## src/rtl/sfl_pkg.sv

```systemverilog
package sfl_pkg;
  localparam int BUS_W  = 32;
  localparam int FADR_W = 24;
  localparam logic [7:0] OP_READ  = 8'h03;
  localparam logic [7:0] OP_WREN  = 8'h06;
  localparam logic [7:0] OP_PROG  = 8'h02;
  localparam logic [7:0] OP_ERASE = 8'hC7;
  localparam logic [7:0] OP_RDSR  = 8'h05;
  localparam logic [BUS_W-1:0] ERASE_KEY = 32'h0000_0A5E;
  typedef enum logic [1:0] {JOB_READ, JOB_PROG, JOB_ERASE} job_e;
endpackage

```

## src/rtl/sfl_spi_byte.sv

```systemverilog
module sfl_spi_byte #(
  parameter int DIV = 2
) (
  input  logic       clk,
  input  logic       rst,
  input  logic       start,
  input  logic       last,
  input  logic [7:0] tx_byte,
  output logic       rdy,
  output logic       done,
  output logic [7:0] rx_byte,
  output logic       sclk,
  output logic       cs_n,
  output logic       mosi,
  input  logic       miso
);
  localparam int CW = (DIV > 1) ? $clog2(DIV) : 1;
  localparam logic [CW-1:0] LIM = CW'(DIV - 1);

  typedef enum logic [1:0] {E_IDLE, E_LO, E_HI, E_GAP} est_e;
  est_e          st;
  logic [CW-1:0] cnt;
  logic [2:0]    bitn;
  logic [7:0]    sh, rx;
  logic          last_q;

  always_ff @(posedge clk) begin
    done <= 1'b0;
    if (rst) begin
      st <= E_IDLE; cnt <= '0; bitn <= '0; sh <= '0; rx <= '0;
      last_q <= 1'b0; sclk <= 1'b0; cs_n <= 1'b1;
    end else begin
      case (st)
        E_IDLE: if (start) begin
          sh <= tx_byte; last_q <= last; cs_n <= 1'b0;
          cnt <= '0; bitn <= '0; st <= E_LO;
        end
        E_LO: if (cnt == LIM) begin
          cnt <= '0; sclk <= 1'b1; rx <= {rx[6:0], miso}; st <= E_HI;
        end else cnt <= cnt + 1'b1;
        E_HI: if (cnt == LIM) begin
          cnt <= '0; sclk <= 1'b0;
          if (bitn == 3'd7) begin
            done <= 1'b1;
            if (last_q) begin cs_n <= 1'b1; st <= E_GAP; end
            else st <= E_IDLE;
          end else begin
            bitn <= bitn + 1'b1; sh <= {sh[6:0], 1'b0}; st <= E_LO;
          end
        end else cnt <= cnt + 1'b1;
        default: if (cnt == LIM) begin
          cnt <= '0; st <= E_IDLE;
        end else cnt <= cnt + 1'b1;
      endcase
    end
  end

  assign rdy     = (st == E_IDLE);
  assign mosi    = sh[7];
  assign rx_byte = rx;

  // mode 0, clock parked low outside a frame
  a_r9_sclk_low_deselected: assert property (@(posedge clk) disable iff (rst)
    cs_n |-> !sclk);
  // clock edges only while the frame was open
  a_r9_sclk_moves_in_frame: assert property (@(posedge clk) disable iff (rst)
    !$stable(sclk) |-> !$past(cs_n));
endmodule

```

## src/rtl/sfl_seq.sv

```systemverilog
module sfl_seq
  import sfl_pkg::*;
(
  input  logic              clk,
  input  logic              rst,
  input  logic              go_read,
  input  logic              go_prog,
  input  logic              go_erase,
  input  logic [FADR_W-1:0] addr,
  input  logic [BUS_W-1:0]  wdata,
  output logic              busy,
  output logic              rd_done,
  output logic [BUS_W-1:0]  rd_data,
  output logic              eng_start,
  output logic              eng_last,
  output logic [7:0]        eng_tx,
  input  logic              eng_rdy,
  input  logic              eng_done,
  input  logic [7:0]        eng_rx
);
  typedef enum logic [1:0] {Q_IDLE, Q_WEN, Q_CMD, Q_POLL} qst_e;
  qst_e              st;
  job_e              job;
  logic [2:0]        idx, n_last;
  logic              wait_q;
  logic [FADR_W-1:0] addr_q;
  logic [BUS_W-1:0]  data_q, rd_q, dsh;

  assign n_last = (job == JOB_ERASE) ? 3'd0 : 3'd7;
  assign dsh    = data_q >> {3'd7 - idx, 3'b000};

  always_comb begin
    eng_tx   = 8'h00;
    eng_last = 1'b0;
    case (st)
      Q_WEN: begin eng_tx = OP_WREN; eng_last = 1'b1; end
      Q_POLL: begin eng_tx = idx[0] ? 8'h00 : OP_RDSR; eng_last = idx[0]; end
      Q_CMD: begin
        eng_last = (idx == n_last);
        case (idx)
          3'd0: eng_tx = (job == JOB_READ) ? OP_READ :
                         (job == JOB_PROG) ? OP_PROG : OP_ERASE;
          3'd1: eng_tx = addr_q[23:16];
          3'd2: eng_tx = addr_q[15:8];
          3'd3: eng_tx = addr_q[7:0];
          default: eng_tx = (job == JOB_PROG) ? dsh[7:0] : 8'h00;
        endcase
      end
      default: ;
    endcase
  end

  assign eng_start = (st != Q_IDLE) && !wait_q && eng_rdy;
  assign busy      = (st != Q_IDLE);
  assign rd_data   = rd_q;

  always_ff @(posedge clk) begin
    rd_done <= 1'b0;
    if (rst) begin
      st <= Q_IDLE; job <= JOB_READ; idx <= '0; wait_q <= 1'b0;
      addr_q <= '0; data_q <= '0; rd_q <= '0;
    end else begin
      if (eng_start) wait_q <= 1'b1;
      case (st)
        Q_IDLE: if (go_read || go_prog || go_erase) begin
          addr_q <= addr; data_q <= wdata; idx <= '0;
          job <= go_read ? JOB_READ : (go_prog ? JOB_PROG : JOB_ERASE);
          st  <= go_read ? Q_CMD : Q_WEN;
        end
        Q_WEN: if (eng_done) begin
          wait_q <= 1'b0; idx <= '0; st <= Q_CMD;
        end
        Q_CMD: if (eng_done) begin
          wait_q <= 1'b0;
          if (job == JOB_READ && idx[2]) rd_q <= {rd_q[23:0], eng_rx};
          if (idx == n_last) begin
            idx <= '0;
            if (job == JOB_READ) begin rd_done <= 1'b1; st <= Q_IDLE; end
            else st <= Q_POLL;
          end else idx <= idx + 1'b1;
        end
        default: if (eng_done) begin
          wait_q <= 1'b0;
          if (idx[0]) begin
            idx <= '0;
            if (!eng_rx[0]) st <= Q_IDLE;
          end else idx <= 3'd1;
        end
      endcase
    end
  end

  // a new job is only taken while nothing is in flight
  a_r5_launch_when_idle: assert property (@(posedge clk) disable iff (rst)
    (go_read || go_prog || go_erase) |-> (st == Q_IDLE));
  // at most one job request per cycle
  a_r5_one_launch: assert property (@(posedge clk) disable iff (rst)
    $onehot0({go_read, go_prog, go_erase}));
  // program and erase never jump straight to the instruction frame
  a_r4_wren_first: assert property (@(posedge clk) disable iff (rst)
    (st == Q_CMD && $past(st) == Q_IDLE) |-> (job == JOB_READ));
endmodule

```

## src/rtl/sfl_flash_slave.sv

```systemverilog
module sfl_flash_slave
  import sfl_pkg::*;
#(
  parameter int ADDR_W  = 12,
  parameter int CLK_DIV = 2
) (
  input  logic              clk,
  input  logic              rst,
  input  logic              bus_req,
  input  logic              bus_we,
  input  logic [ADDR_W-1:0] bus_addr,
  input  logic [BUS_W-1:0]  bus_wdata,
  output logic [BUS_W-1:0]  bus_rdata,
  output logic              bus_ack,
  output logic              spi_sclk,
  output logic              spi_cs_n,
  output logic              spi_mosi,
  input  logic              spi_miso
);
  localparam int FW  = ADDR_W - 1;
  localparam int PAD = FADR_W - FW - 2;

  logic              cmd_hit, launched, pend_rd;
  logic              go_read, go_prog, go_erase;
  logic              seq_busy, rd_done;
  logic [BUS_W-1:0]  rd_data;
  logic [FADR_W-1:0] byte_addr;
  logic              e_start, e_last, e_rdy, e_done;
  logic [7:0]        e_tx, e_rx;

  assign cmd_hit   = bus_addr[ADDR_W-1];
  assign byte_addr = {{PAD{1'b0}}, bus_addr[FW-1:0], 2'b00};
  assign launched  = go_read | go_prog | go_erase;

  always_ff @(posedge clk) begin
    if (rst) begin
      bus_ack <= 1'b0; bus_rdata <= '0; pend_rd <= 1'b0;
      go_read <= 1'b0; go_prog <= 1'b0; go_erase <= 1'b0;
    end else begin
      bus_ack <= 1'b0; go_read <= 1'b0; go_prog <= 1'b0; go_erase <= 1'b0;
      if (pend_rd) begin
        if (rd_done) begin
          bus_ack <= 1'b1; bus_rdata <= rd_data; pend_rd <= 1'b0;
        end
      end else if (bus_req && !bus_ack) begin
        if (cmd_hit && !bus_we) begin
          bus_ack <= 1'b1; bus_rdata <= {{(BUS_W-1){1'b0}}, seq_busy | launched};
        end else if (!seq_busy && !launched) begin
          if (cmd_hit) begin
            bus_ack <= 1'b1; bus_rdata <= '0;
            go_erase <= (bus_wdata == ERASE_KEY);
          end else if (bus_we) begin
            bus_ack <= 1'b1; bus_rdata <= '0; go_prog <= 1'b1;
          end else begin
            go_read <= 1'b1; pend_rd <= 1'b1;
          end
        end
      end
    end
  end

  sfl_seq seq_i (
    .clk(clk), .rst(rst), .go_read(go_read), .go_prog(go_prog), .go_erase(go_erase),
    .addr(byte_addr), .wdata(bus_wdata), .busy(seq_busy), .rd_done(rd_done),
    .rd_data(rd_data), .eng_start(e_start), .eng_last(e_last), .eng_tx(e_tx),
    .eng_rdy(e_rdy), .eng_done(e_done), .eng_rx(e_rx)
  );

  sfl_spi_byte #(.DIV(CLK_DIV)) eng_i (
    .clk(clk), .rst(rst), .start(e_start), .last(e_last), .tx_byte(e_tx),
    .rdy(e_rdy), .done(e_done), .rx_byte(e_rx), .sclk(spi_sclk),
    .cs_n(spi_cs_n), .mosi(spi_mosi), .miso(spi_miso)
  );

  // acknowledge is a single-cycle pulse
  a_r2_ack_one_cycle: assert property (@(posedge clk) disable iff (rst)
    bus_ack |=> !bus_ack);
  // command-register reads carry only the busy bit
  a_r8_cmd_upper_zero: assert property (@(posedge clk) disable iff (rst)
    (bus_ack && $past(bus_req && !bus_we && cmd_hit && !pend_rd)) |-> (bus_rdata[BUS_W-1:1] == '0));
endmodule

```

## config.mk

```make
export PLATFORM = sky130hd
export DESIGN_NAME = sfl_flash_slave
export DESIGN_NICKNAME = d
export VERILOG_FILES = /design/src/rtl/sfl_pkg.sv /design/src/rtl/sfl_spi_byte.sv /design/src/rtl/sfl_seq.sv /design/src/rtl/sfl_flash_slave.sv
export SDC_FILE = /design/constraint.sdc
export NUM_CORES = 1
export LEC_CHECK = 0
export ABC_CLOCK_PERIOD_IN_PS = 5400
export BUFFER_PORTS_ARGS = -buffer_cell sky130_fd_sc_hd__clkbuf_2
export CORE_UTILIZATION = 56
export CTS_BUF_LIST = sky130_fd_sc_hd__clkbuf_16
export DETAILED_ROUTE_END_ITERATION = 16
export HOLD_SLACK_MARGIN = 0.15
export PLACE_DENSITY = 0.88
export SYNTH_ARGS = -nofsm -noshare
export SYNTH_HDL_FRONTEND = slang
export SYNTH_HIERARCHICAL = 1
export SYNTH_SLANG_ARGS = --single-unit
```

## constraint.sdc

```tcl
create_clock -name clk -period 5.4 [get_ports clk]
set_clock_uncertainty 0.2 [all_clocks]
set_input_delay 0.27 -clock clk [delete_from_list [all_inputs] [get_ports clk]]
set_output_delay 0.27 -clock clk [all_outputs]
set_load 0.01 [all_outputs]
```

# Yosys cells after proc, flatten, opt, wreduce, memory -nomap -nowiden
# Cells that the tools add are included.
# W data, S select, Z words.
dict set report totals {
  ff_bits 147
  inputBits 49
  out_inout_bits 36
}
dict set report classes {
  addsub 4
  eq_ne 25
  n_shift 1
  muxes 78
  n_bitwise 11
  n_reduce_logical 42
}
# op count
set ops {}
lappend ops {{$mux W32} 7}
lappend ops {{$mux W8} 6}
lappend ops {{$mux W2} 17}
lappend ops {{$eq A32 B12 Y1 const B} 1}
lappend ops {{$pmux W8 S4} 1}
lappend ops {{$shr A32 B6 Y8} 1}
lappend ops {{$mux W3} 10}
lappend ops {{$mux W1} 28}
lappend ops {{$pmux W8 S3} 1}
lappend ops {{$ne A2 B1 Y1 const B} 9}
lappend ops {{$pmux W8 S2} 1}
lappend ops {{$reduce_and A4 Y1} 4}
lappend ops {{$pmux W2 S3} 2}
lappend ops {{$reduce_bool A2 Y1} 6}
lappend ops {{$reduce_or A6 Y1} 2}
lappend ops {{$pmux W3 S3} 1}
lappend ops {{$eq A2 B2 Y1 const B} 4}
lappend ops {{$not A1 Y1} 8}
lappend ops {{$reduce_bool A4 Y1} 2}
lappend ops {{$reduce_and A7 Y1} 1}
lappend ops {{$add A3 B1 Y3 const B} 2}
lappend ops {{$eq A2 B1 Y1 const B} 3}
lappend ops {{$eq A3 B2 Y1 const B} 2}
lappend ops {{$logic_and A1 B1 Y1} 6}
lappend ops {{22 further kinds} 36}

# Longest topological paths before layout
# Gate-level depths: netlist of run 1.
dict set report depth {
  word_depth 8
  mapped_depth 10
  depth_no_buf 8
}

# Modules after synthesis
# Netlist of run 1, hierarchy kept.
# mod instances cells_per_inst area_per_inst_um2 seq_area_each_um2
set modules_own_cells {}
lappend modules_own_cells {sfl_seq 1 514 4242.8 1941.9}
lappend modules_own_cells {sfl_flash_slave 1 177 1462.7 740.7}
lappend modules_own_cells {sfl_spi_byte 1 116 1176.1 520.5}

# Worst setup path before layout of run 1
# Ideal clock, no wire load.
dict set report synth_path {
  path_type {register to register}
  startpoint {register seq_i.idx[0]}
  endpoint {register eng_i.sh[6]}
  setup_time_ns 0.080
  arrival_time_ns 1.988
  setup_slack_ns 3.132
  stages_incl_launch_ff 10
  path_buffers 1
  path_cell_list {dfxtp_1 -> buf_4 -> inv_1 -> ha_1 -> or4_1 -> o211ai_1 -> nor2b_1 -> nor3_1 -> mux2i_1 -> a211oi_2}
}
dict set report synth_via {
  elab_chain_len 7
  elab_cells_between_ends 11
}
# element line
set synth_lines {}
lappend synth_lines {{from (decl)} sfl_seq.sv:24} ;# logic [2:0] idx, n_last;
lappend synth_lines {{from (signal assigned)} sfl_seq.sv:80} ;# end else idx <= idx + 1'b1;
lappend synth_lines {{$sub A3 B3 Y3} sfl_seq.sv:30} ;# assign dsh = data_q >> {3'd7 - idx, 3'b000};
lappend synth_lines {{$shr A32 B6 Y8} sfl_seq.sv:30}
lappend synth_lines {{$mux W8} sfl_seq.sv:46} ;# default: eng_tx = (job == JOB_PROG) ? dsh[7:0] : 8'h00;
lappend synth_lines {{$pmux W8 S4 *} sfl_seq.sv:40} ;# case (idx)
lappend synth_lines {{$pmux W8 S3 *} sfl_seq.sv:35} ;# case (st)
lappend synth_lines {{named net e_tx[6]} sfl_flash_slave.sv:29} ;# logic [7:0] e_tx, e_rx;
lappend synth_lines {{$mux W8 *} sfl_spi_byte.sv:34} ;# E_IDLE: if (start) begin
lappend synth_lines {{$pmux W8 S2 *} sfl_spi_byte.sv:33} ;# case (st)
lappend synth_lines {{to (signal assigned)} sfl_spi_byte.sv:30} ;# st <= E_IDLE; cnt <= '0; bitn <= '0; sh <= '0; rx <= '0;
lappend synth_lines {{to (signal assigned)} sfl_spi_byte.sv:35} ;# sh <= tx_byte; last_q <= last; cs_n <= 1'b0;
lappend synth_lines {{to (signal assigned)} sfl_spi_byte.sv:48} ;# bitn <= bitn + 1'b1; sh <= {sh[6:0], 1'b0}; st <= E_LO;
lappend synth_lines {{to (decl)} sfl_spi_byte.sv:24} ;# logic [7:0] sh, rx;
# Mark *: on every way through the listed nets, which the timed path passes. The rest lies on a longest branch. The select of a mux whose other input is x is not followed.
# A chain may end at the register's enable or synchronous reset.

# Worst setup path after layout of run 1
# Same ends and word-level chain as after synthesis.

==> results of run 1 <==
## power groups by stage
| stage | combinational, mW | clock, mW | sequential [mW] |
|---|---|---|---|
| final | 0.410 | 1.24 | 1.33 |
| after global routing | 0.449 | 1.30 | 1.34 |
| after CTS | 0.394 | 1.23 | 1.32 |
| after global placement | 0.353 | 0 | 1.35 |
| after floorplan | 0.305 | 0 | 1.32 |
| after detailed placement | 0.359 | 0 | 1.35 |
## how the worst min path moves through the flow
stage / start / end / slack [ns] / cells after the start
detailed placement: seq_i/rd_data[27]$_SDFFE_PP0P_ / bus_rdata[27]$_SDFFE_PP0P_ / 0.24 / 2
global placement: seq_i/rd_data[26]$_SDFFE_PP0P_ / bus_rdata[26]$_SDFFE_PP0P_ / 0.24 / 2
floorplan: bus_addr[11] / go_prog$_SDFF_PP0_ / 0.15 / 1
finish: seq_i/rd_data[27]$_SDFFE_PP0P_ / bus_rdata[27]$_SDFFE_PP0P_ / 0.25 / 2
CTS: rst / eng_i/last_q$_SDFFE_PP0P_ / 0.26 / 2
global route: seq_i/data_q[7]$_SDFFE_PP0P_ / seq_i/data_q[7]$_SDFFE_PP0P_ / 0.27 / 2
## worst max-delay path: cells and delay by family (launching register included)
kind | cells | cell delay [ns]
muxes | 1 | 0.10
adders and majority gates | 1 | 0.32
and+or+nand+nor | 3 | 0.82
buffers and inverters | 1 | 0.23
AOI/OAI and AO/OA | 2 | 0.42
DFF | 1 | 0.94
## sequential cells by signal, indices dropped and copies added (netlist names), 2 cells and up
register / count
bus_rdata: 32
seq_i/job: 2
seq_i/st: 2
seq_i/data_q: 32
seq_i/addr_q: 24
seq_i/rd_data: 32
eng_i/st: 2
eng_i/bitn: 3
eng_i/rx_byte: 8
seq_i/idx: 3
eng_i/sh: 8
## Yosys cell counts, types with 3 or more instances
cell type,n
inv_1,10
nand3_1,3
mux4_2,8
a221oi_1,3
ha_1,8
a222oi_1,6
nor2b_1,10
dfxtp_1,160
clkbuf_1,27
buf_2,16
buf_4,3
nand2_1,221
buf_8,3
nand3b_1,6
nor2_1,20
o21a_1,3
a31oi_1,3
clkbuf_2,3
a21oi_1,121
nor3_1,17
o21ai_0,38
mux2i_1,17
buf_6,9
nand2b_1,6
a21oi_2,13
nor4_1,7
a211oi_2,7
nor3b_1,5
o21ai_1,5
## metrics by stage
step	util, %	area, um^2	setup WS (ns)	hold WS (ns)	std cells
after floorplan	-	6930	3.13	0.146	819
after global placement	60.0	7210	2.44	0.241	993
after detailed placement	60.0	7210	2.39	0.243	993
after CTS	69.2	8320	2.34	0.255	1074
after global routing	69.2	8320	1.99	0.275	1074
final	69.2	8320	2.28	0.248	1074
## what timing repair did
item | in CTS | in global routing
endpoints found under the hold margin | 48 | 0
hold buffers | 49 | 0
gates resized for setup | 0 | 0
## cells in the final DEF, fill, tap and decap left out, types with 8 or more instances in the layout
cell type	n
a21oi_1	121
a21oi_2	13
clkbuf_16	17
clkbuf_2	83
conb_1	13
dfxtp_1	160
dlygate4sd3_1	49
ha_1	8
inv_1	10
mux2i_1	17
mux4_2	8
nand2_1	221
nor2_1	19
nor2b_1	10
nor3_1	17
o21ai_0	38
## routing by layer
metal,GRT usage (%),routed length (um),vias up
met5,0,0,-
met4,15.7,780,0
met1,38.0,7490,3032
met2,47.8,8820,369
li1,-,-,2994
met3,6.37,1490,74
## cells by family (layout without fill, tap and decap cells)
group	count (synthesis)	count (layout)	synth area share [%]
mux	25	25	5.09
simple gates	320	320	21.4
other cells	1	13	0.0545
flops	160	160	46.5
compound gates	221	221	19.6
fa+ha+maj	8	8	1.45
buf+inv	72	180	5.91
## layout make-up
class                           instances  area (um^2)
Fill cell                             841         3700
Clock buffer                           17          425
Multi-Input combinational cell        587         3330
Timing Repair Buffer                  138          951
Inverter                               10         37.5
Sequential cell                       160         3200
Clock inverter                         15          188
Tap cell                              147          184
==> results.tsv, run 1 <==
stage	metric	value	unit
critical_path	r2r-start	seq_i/idx[0]$_SDFFE_PP0P_	
die	die_y	113	um
die	initial_core_util	57.3	%
critical_path	endpoint	eng_i/sh[6]$_SDFFE_PP0P_	
route	drc_errors	0	
grt	overflow	0	
die	die-area	12700	um^2
final_layout	syn2layout_area_growth	20.8	%
route	viasPerCell	6.02	
clock_tree	cts.sinks	160	
flow_run	maxCapViolCount	0	
die	core_area	12000	um^2
power	worst_ir_drop_vdd	0.000301	V
sta	fin_crit_sh	57.7	%
yosys	seq_area_frac_synth	46.5	%
yosys	synthTopCellsByArea	dfxtp_1 47%, nand2_1 12%, a21oi_1 8.8%, o21ai_0 2.8%, mux4_2 2.6%	
sta	setup-violations-final	0	
sta	final.min_clock_period	3.12	ns
placement	dp_hpwl	9740	um
route	wl_per_cell	17.3	um
critical_path	cp-start-kind	flip-flop	
worst_hold_path	hp-class	reg -> reg	
sta	max_freq	0.321	GHz
power	seq_power_share	44.6	%
power	switchingPower	0.888	mW
route	via_count	6469	
clock_tree	cts_tree	yes	
final_layout	diodes	0	
critical_path	r2r_end	eng_i/sh[6]$_SDFFE_PP0P_	
critical_path	worst_ep_arrival_time	3.26	ns
power	p_leak	3.03	nW
power	clkPwrFrac	41.7	%
route	drt_iter0_markers	795	
critical_path	cp-startpoint	seq_i/idx[0]$_SDFFE_PP0P_	
die	die_w	113	um
critical_path	max_stage_delay	0.94	ns
grt	antenna_found_initial	0	
placement	place_congestion	0.866	
power	cell_internal_pwr	2.09	mW
sta	fin_setup_tns	0	ns
clock_tree	clk_pin_slew	0.08	ns
die	top_level_ports	85	
die	rows	40	
critical_path	rr_worst_depth	8	
power	powerDensity	358	nW/um^2
clock_tree	clockRootBuffer	clkbuf_16	
grt	grt_max_degree	93	
clock_tree	clockBufferDepth	2	
sta	finalHoldViolations	0	
route	dr.pass1.iters	6	
yosys	synth_area	6880	um^2
critical_path	path_class	reg -> reg	
critical_path	crit_chain	inv_1 -> ha_1 -> or4_1 -> o211ai_1 -> nor2b_1 -> nor3_1 -> mux2i_1 -> a211oi_2	
status	status	finished, final reports clean	
sta	grt_setup_unrepaired	false	
yosys	yosysUniqueCellTypes	68	
yosys	ys_warn_count	6	
grt	track_usage	29.8	%
critical_path	crit_slowest_cell	dfxtp_1	
sta	slew_headroom	22.6	%
grt	grt_pass1_wl	30200	um
yosys	yosysTopAreaCell	dfxtp_1	
yosys	yosysTopAreaCellShare	46.5	%
power	p_comb_share	13.8	%
placement	port_buffers	84	
route	routed_wl	18600	um
power	totalPowerFinal	2.98	mW
critical_path	required	5.54	ns
clock_tree	cts-buffers-inserted	17	
critical_path	path_max_fanout	18	
power	p_sw_share	29.8	%
final_layout	drive_gt1_share	17.2	%
yosys	synth_edf_count	0	
yosys	ys_ff_latch	160	
final_layout	fin_nets	971	
clock_tree	insertion_delay	0.43	ns
critical_path	ff2ff_setup_slack	2.28	ns
critical_path	endpoint_kind	flip-flop	
yosys	avgSynthCellArea	8.53	um^2
clock_tree	h-tree-depth	4	
clock_tree	post_cts_buffers	0	
grt	grt_pass1_vias	6054	
yosys	synthFlopType	dfxtp_1	
sta	worst_pin_slew	1.16	ns
sta	slew_violations	0	
yosys	synthCells	807	
route	ant_nets	0	
yosys	async_flop_share	0	%
(Power assumes the default switching activity.)
==> run 2: changes to the inputs <==
Settings changed: ABC_AREA from default to 1, ABC_CLOCK_PERIOD_IN_PS 5400 to 3200.
Clock period 5.4 ns to 3.2 ns, I/O delays scaled along.
==> results.tsv, run 2 <==
stage	metric	value	unit
status	status	finished, final reports clean	
route	drt_iter0_markers	721	
clock_tree	insertion_delay	0.43	ns
clock_tree	cts-buffers-inserted	17	
yosys	synth_edf_count	0	
die	die_y	118	um
route	drc_errors	0	
flow_run	maxCapViolCount	0	
sta	slew_violations	0	
yosys	synthFlopType	dfxtp_1	
yosys	ys_warn_count	6	
yosys	synthCells	1046	
yosys	synthTopCellsByArea	dfxtp_1 43%, nand2_1 10%, a21oi_1 8.2%, nand3_1 6.1%, inv_1 4.8%	
final_layout	multiInputGateArea	3550	um^2
yosys	seq_area_frac_synth	42.8	%
grt	grt_pass1_wl	30800	um
final_layout	seqCellArea	3200	um^2
critical_path	worst_ep_arrival_time	2.77	ns
grt	overflow	0	
yosys	yosysTopAreaCellShare	42.8	%
grt	grt_max_degree	81	
route	viasPerCell	5.32	
yosys	yosysUniqueCellTypes	38	
worst_hold_path	hp-class	in -> reg	
final_layout	final_util	69.6	%
clock_tree	clockRootBuffer	clkbuf_16	
critical_path	endpoint	eng_i/sh[7]$_SDFFE_PP0P_	
final_layout	fin_nets	1219	
yosys	yosysMostFrequentCell	nand2_1	
sta	setup_slack	0.545	ns
final_layout	layout_common_cells	204 x nand2_1, 160 x dfxtp_1, 122 x a21oi_1	
final_layout	drive_gt1_share	18.0	%
grt	track_usage	27.4	%
critical_path	r2r_end	eng_i/sh[7]$_SDFFE_PP0P_	
sta	fin_crit_sh	83.0	%
yosys	async_flop_share	0	%
route	dr.pass1.iters	5	
sta	finalHoldViolations	0	
clock_tree	clockBufferDepth	2	
die	rows	41	
critical_path	cp.buffers_inverters	2	
grt	antenna_found_initial	0	
critical_path	critPathTopFamily	simple AND/OR/NAND/NOR gates	
power	worst_ir_drop_vdd	0.000355	V
clock_tree	h-tree-depth	4	
final_layout	nFillCells	1011	
critical_path	r2r-start	seq_i/idx[1]$_SDFFE_PP0P_	
yosys	avgSynthCellArea	7.15	um^2
placement	dp_slack	0.667	ns
sta	grt_setup_unrepaired	false	
sta	fin_setup_tns	0	ns
yosys	yosysTopAreaCell	dfxtp_1	
placement	dp_hpwl	11200	um
power	powerDensity	553	nW/um^2
critical_path	cp-startpoint	seq_i/idx[1]$_SDFFE_PP0P_	
critical_path	cp-start-kind	flip-flop	
clock_tree	cts_resized	0	
die	die-area	13800	um^2
placement	place_congestion	0.906	
die	initial_core_util	58.3	%
placement	port_buffers	84	
die	top_level_ports	85	
critical_path	crit_chain	clkinv_1 -> ha_1 -> nand2_4 -> nand4_4 -> clkinv_2 -> nand2_1 -> nand2_1 -> nor2_2 -> nand2_1 -> o21ai_0 -> nor2_1 -> nor2_1	
grt	met1_usage	34.6	%
route	via_count	7167	
route	ant_nets	0	
clock_tree	clk_pin_slew	0.06	ns
critical_path	required	3.32	ns
die	core_area	12800	um^2
critical_path	max_stage_delay	0.65	ns
route	wl_per_cell	13.7	um
route	routed_wl	18400	um
critical_path	crit_slowest_cell	dfxtp_1	
yosys	synthTopCellsByCount	204 x nand2_1, 160 x dfxtp_1, 122 x a21oi_1, 96 x inv_1, 95 x nor2_1	
critical_path	path_max_fanout	15	
grt	grt_pass1_vias	6632	
critical_path	path_class	reg -> reg	
critical_path	crit_cells	12	
clock_tree	cts_tree	yes	
critical_path	rr_worst_depth	12	
final_layout	syn2layout_area_growth	19.4	%
yosys	synth_area	7480	um^2
power	p_leak	3.66	nW
grt	grt_use_met3	6.06	%
critical_path	endpoint_kind	flip-flop	
yosys	ys_ff_latch	160	
clock_tree	cts.sinks	160	
sta	final.min_clock_period	2.65	ns
sta	worst_pin_slew	0.737	ns
grt	busiest_layer	met2	
final_layout	diodes	0	
critical_path	crit_top_cell	nand2_1	
die	die_w	118	um
sta	slew_headroom	50.9	%
grt	grt_util_met2	44.7	%
final_layout	mostFrequentLayoutCell	nand2_1	
critical_path	ff2ff_setup_slack	0.55	ns
sta	max_freq	0.377	GHz
sta	setup-violations-final	0	
## run 2: changes by cell type in the layout (fill, tap and decap cells not counted), moves of 10 or more
cell | before | now
nor3_1 | 17 | 4
nor2_1 | 19 | 95
nand3_1 | 3 | 91
inv_1 | 10 | 98
nand2_1 | 221 | 204
o21ai_0 | 38 | 69
nor2b_1 | 10 | 0
mux2i_1 | 17 | 0
o21ai_1 | 5 | 27
nor2_2 | 1 | 51
## run 2: cell type report
cell class / instances / share of cell area, %
multi-input cells: 728 / 39.7
flip-flops and latches: 160 / 35.9
repair buffers: 147 / 11.5
clock buffers: 17 / 4.76
inverters: 108 / 4.61
well taps: 172 / 2.41
clock inverters: 15 / 1.18
## run 2: worst min-delay path by stage
stage,start,endpoint,slack [ns],cells past startpoint
detailed placement,bus_addr[9],seq_i/addr_q[11]$_SDFFE_PP0P_,0.23,3
global placement,bus_addr[9],seq_i/addr_q[11]$_SDFFE_PP0P_,0.22,3
finish,rst,eng_i/cnt$_SDFFE_PP0N_,0.18,2
CTS,rst,eng_i/cnt$_SDFFE_PP0N_,0.17,2
floorplan,rst,eng_i/cnt$_SDFFE_PP0N_,0.03,1
global route,rst,eng_i/cnt$_SDFFE_PP0N_,0.19,2
## run 2: power breakdown
part	total (mW)	switching, mW	leakage, nW	internal, mW
clock	1.83	0.782	0.265	1.05
sequential	2.23	0.0922	1.30	2.14
combinational	0.881	0.555	2.09	0.326
total	4.94	1.43	3.66	3.51
## run 2: kinds of logic (layout without fill, tap and decap cells)
logic type               count (synthesis)  count (layout)  share of synthesized area (%)
AO/OA/AOI/OAI                          233             233                           16.2
AND/OR/NAND/NOR                        474             474                           29.3
adder cells (fa/ha/maj)                  8               8                           1.34
flip-flops                             160             160                           42.8
buffers and inverters                  170             287                           10.3
other                                    1              13                         0.0501
## run 2: what timing repair did
item                                    CTS  global route
endpoints found under the setup margin    0             0
hold endpoints to repair                 50             0
hold buffers                             52             0
buffers inserted                          0             0
## run 2: worst reg2reg max path, stage by stage (launching register included)
cell and delay, ns:
dfxtp_1 0.65, clkinv_1 0.41, ha_1 0.35, nand2_4 0.11, nand4_4 0.13, clkinv_2 0.17
nand2_1 0.07, nand2_1 0.07, nor2_2 0.04, nand2_1 0.06, o21ai_0 0.10, nor2_1 0.12
nor2_1 0.06
## run 2: metal layers
layer	part of all wire, %	wire (um)
met5	0	0
met4	2.4	448
met3	6.0	1100
met2	47	8730
met1	44	8130
## run 2: stage by stage
step | cells | instance area, um^2 | hold WS, ns | total power [mW]
after floorplan | 1058 | 7520 | 0.0291 | 2.90
after global placement | 1263 | 7880 | 0.220 | 3.06
after detailed placement | 1263 | 7880 | 0.228 | 3.09
after CTS | 1347 | 8930 | 0.174 | 4.95
after global routing | 1347 | 8930 | 0.193 | 5.18
final | 1347 | 8930 | 0.179 | 4.94
==> run 3: changes to the inputs <==
Settings changed: ABC_CLOCK_PERIOD_IN_PS 3200 to 2180, CORE_UTILIZATION 56 to 53, PLACE_DENSITY 0.88 to 0.87.
Clock period 3.2 ns to 2.18 ns, I/O delays scaled along.
==> results.tsv, run 3 (synthesis results as in run 2) <==
stage	metric	value	unit
clock_tree	cts.sinks	160	
die	top_level_ports	85	
critical_path	cp-startpoint	rst	
final_layout	final_util	68.5	%
power	p_sw_share	26.8	%
sta	fin_setup_tns	-0.0280	ns
worst_hold_path	hp-class	reg -> reg	
final_layout	drive_gt1_share	20.2	%
placement	dp_slack	0.117	ns
critical_path	path_max_fanout	33	
critical_path	worst_ep_arrival_time	2.37	ns
sta	final.min_clock_period	2.19	ns
grt	grt_pass1_wl	32000	um
placement	place_inst	1284	
grt	grt_pass1_vias	6985	
sta	max_freq	0.456	GHz
power	p_comb_share	17.1	%
power	cell_internal_pwr	6.05	mW
worst_hold_path	min_path_cells	2	
clock_tree	insertion_delay	0.43	ns
placement	place_congestion	0.931	
critical_path	r2r-start	go_read$_SDFF_PP0_	
critical_path	rr_worst_depth	7	
critical_path	ff2ff_setup_slack	-0.01	ns
clock_tree	cts-buffers-inserted	17	
route	dr.pass1.iters	8	
route	via_count	7639	
clock_tree	cts_tree	yes	
grt	grt_max_degree	53	
critical_path	endpoint_kind	flip-flop	
clock_tree	clk_pin_slew	0.06	ns
clock_tree	h-tree-depth	4	
final_layout	final_area	9470	um^2
sta	fin_crit_sh	101	%
placement	dp_hpwl	11400	um
route	drt_iter0_markers	861	
sta	slew_violations	0	
flow_run	maxCapViolCount	0	
die	rows	43	
power	p_leak	3.91	nW
route	routed_wl	20300	um
clock_tree	clockRootBuffer	clkbuf_16	
power	switchingPower	2.22	mW
grt	track_usage	27.6	%
power	worst_ir_drop_vdd	0.000573	V
final_layout	syn2layout_area_growth	26.6	%
route	ant_nets	0	
critical_path	cp-start-kind	input pin	
sta	finalHoldViolations	0	
route	drc_errors	0	
sta	setup-violations-final	2	
final_layout	mostFrequentLayoutCell	nand2_1	
clock_tree	clockBufferDepth	2	
sta	worst_pin_slew	0.633	ns
final_layout	final_cells	1383	
critical_path	required	2.36	ns
sta	slew_headroom	57.7	%
power	seq_power_share	39.5	%
critical_path	r2r_end	seq_i/data_q[10]$_SDFFE_PP0P_	
status	violations	setup timing	
die	die_w	121	um
grt	overflow	0	
sta	setup_slack	-0.0141	ns
placement	port_buffers	84	
critical_path	path_class	in -> reg	
grt	antenna_found_initial	1	
power	clkPwrFrac	43.4	%
route	wl_per_cell	14.7	um
die	core_area	13800	um^2
final_layout	fin_nets	1247	
status	status	finished with violations	
power	powerDensity	874	nW/um^2
final_layout	layout_common_cells	204 x nand2_1, 157 x dfxtp_1, 122 x a21oi_1	
die	initial_core_util	54.1	%
die	die_y	121	um
route	viasPerCell	5.52	
critical_path	endpoint	go_read$_SDFF_PP0_	
placement	place_area	8040	um^2
die	die-area	14600	um^2
-- run 3: cell count changes in the layout (fill, tap and decap cells not counted), moves of 4 or more --
cell           change
bufinv_16          +7
buf_4             +10
buf_12             +4
clkinv_1           -4
dlygate4sd3_1      +9
inv_1              -4
clkinv_2           -5
-- run 3: how the worst min path moves through the flow --
stage | start | end | slack [ns]
2_1_floorplan | rst | eng_i/cnt$_SDFFE_PP0N_ | -0.02
3_3_place_gp | bus_addr[9] | seq_i/addr_q[11]$_SDFFE_PP0P_ | 0.17
3_5_place_dp | bus_addr[10] | seq_i/addr_q[12]$_SDFFE_PP0P_ | 0.18
4_1_cts | seq_i/data_q[28]$_SDFFE_PP0P_ | seq_i/data_q[28]$_SDFFE_PP0P_ | 0.25
5_1_grt | seq_i/rd_data[30]$_SDFFE_PP0P_ | seq_i/rd_data[30]$_SDFFE_PP0P_ | 0.28
6_report | seq_i/rd_data[29]$_SDFFE_PP0P_ | seq_i/rd_data[29]$_SDFFE_PP0P_ | 0.26
-- run 3: power by group through the flow --
stage / clock (mW) / combinational, mW / sequential (mW)
floorplan: 0 / 0.911 / 3.35
global placement: 0 / 1.21 / 3.32
detailed placement: 0 / 1.24 / 3.32
CTS: 3.59 / 1.34 / 3.26
global route: 3.73 / 1.59 / 3.29
finish: 3.59 / 1.42 / 3.27
-- run 3: routing by layer --
layer / share of wire (%) / GRT usage (%) / vias up
met5: 0 / 0 / -
met4: 4.1 / 13.3 / 0
met3: 9.2 / 7.41 / 106
met2: 46 / 46.0 / 451
met1: 41 / 33.0 / 3427
li1: - / - / 3655
-- run 3: what timing repair did --
action                                 CTS  global route
setup endpoints to repair                0            20
endpoints found under the hold margin   83             0
buffers inserted                         0             5
hold buffers                            62             0
resized for setup                        0            22
-- run 3: per-stage QoR --
| stage | hold slack, ns | total power [mW] |
|---|---|---|
| floorplan | -0.0219 | 4.26 |
| global placement | 0.169 | 4.52 |
| detailed placement | 0.175 | 4.57 |
| CTS | 0.246 | 8.20 |
| global route | 0.280 | 8.61 |
| finish | 0.258 | 8.27 |
-- run 3: worst max-delay path: stages --
cell	delay (ns)
dlygate4sd3_1	0.54
clkbuf_2	0.21
buf_4	0.24
inv_1	0.10
buf_8	0.21
nand4_1	0.19
nor2_1	0.19
dlygate4sd3_1	0.58
-- run 3: area by class of cell --
cell class | instances | area, um^2
well taps | 180 | 225
clock buffers | 17 | 425
multi-input cells | 729 | 3580
flip-flops and latches | 160 | 3210
diodes | 1 | 2.50
repair buffers | 174 | 1330
fillers | 1005 | 4360
inverters | 108 | 415
clock inverters | 14 | 285
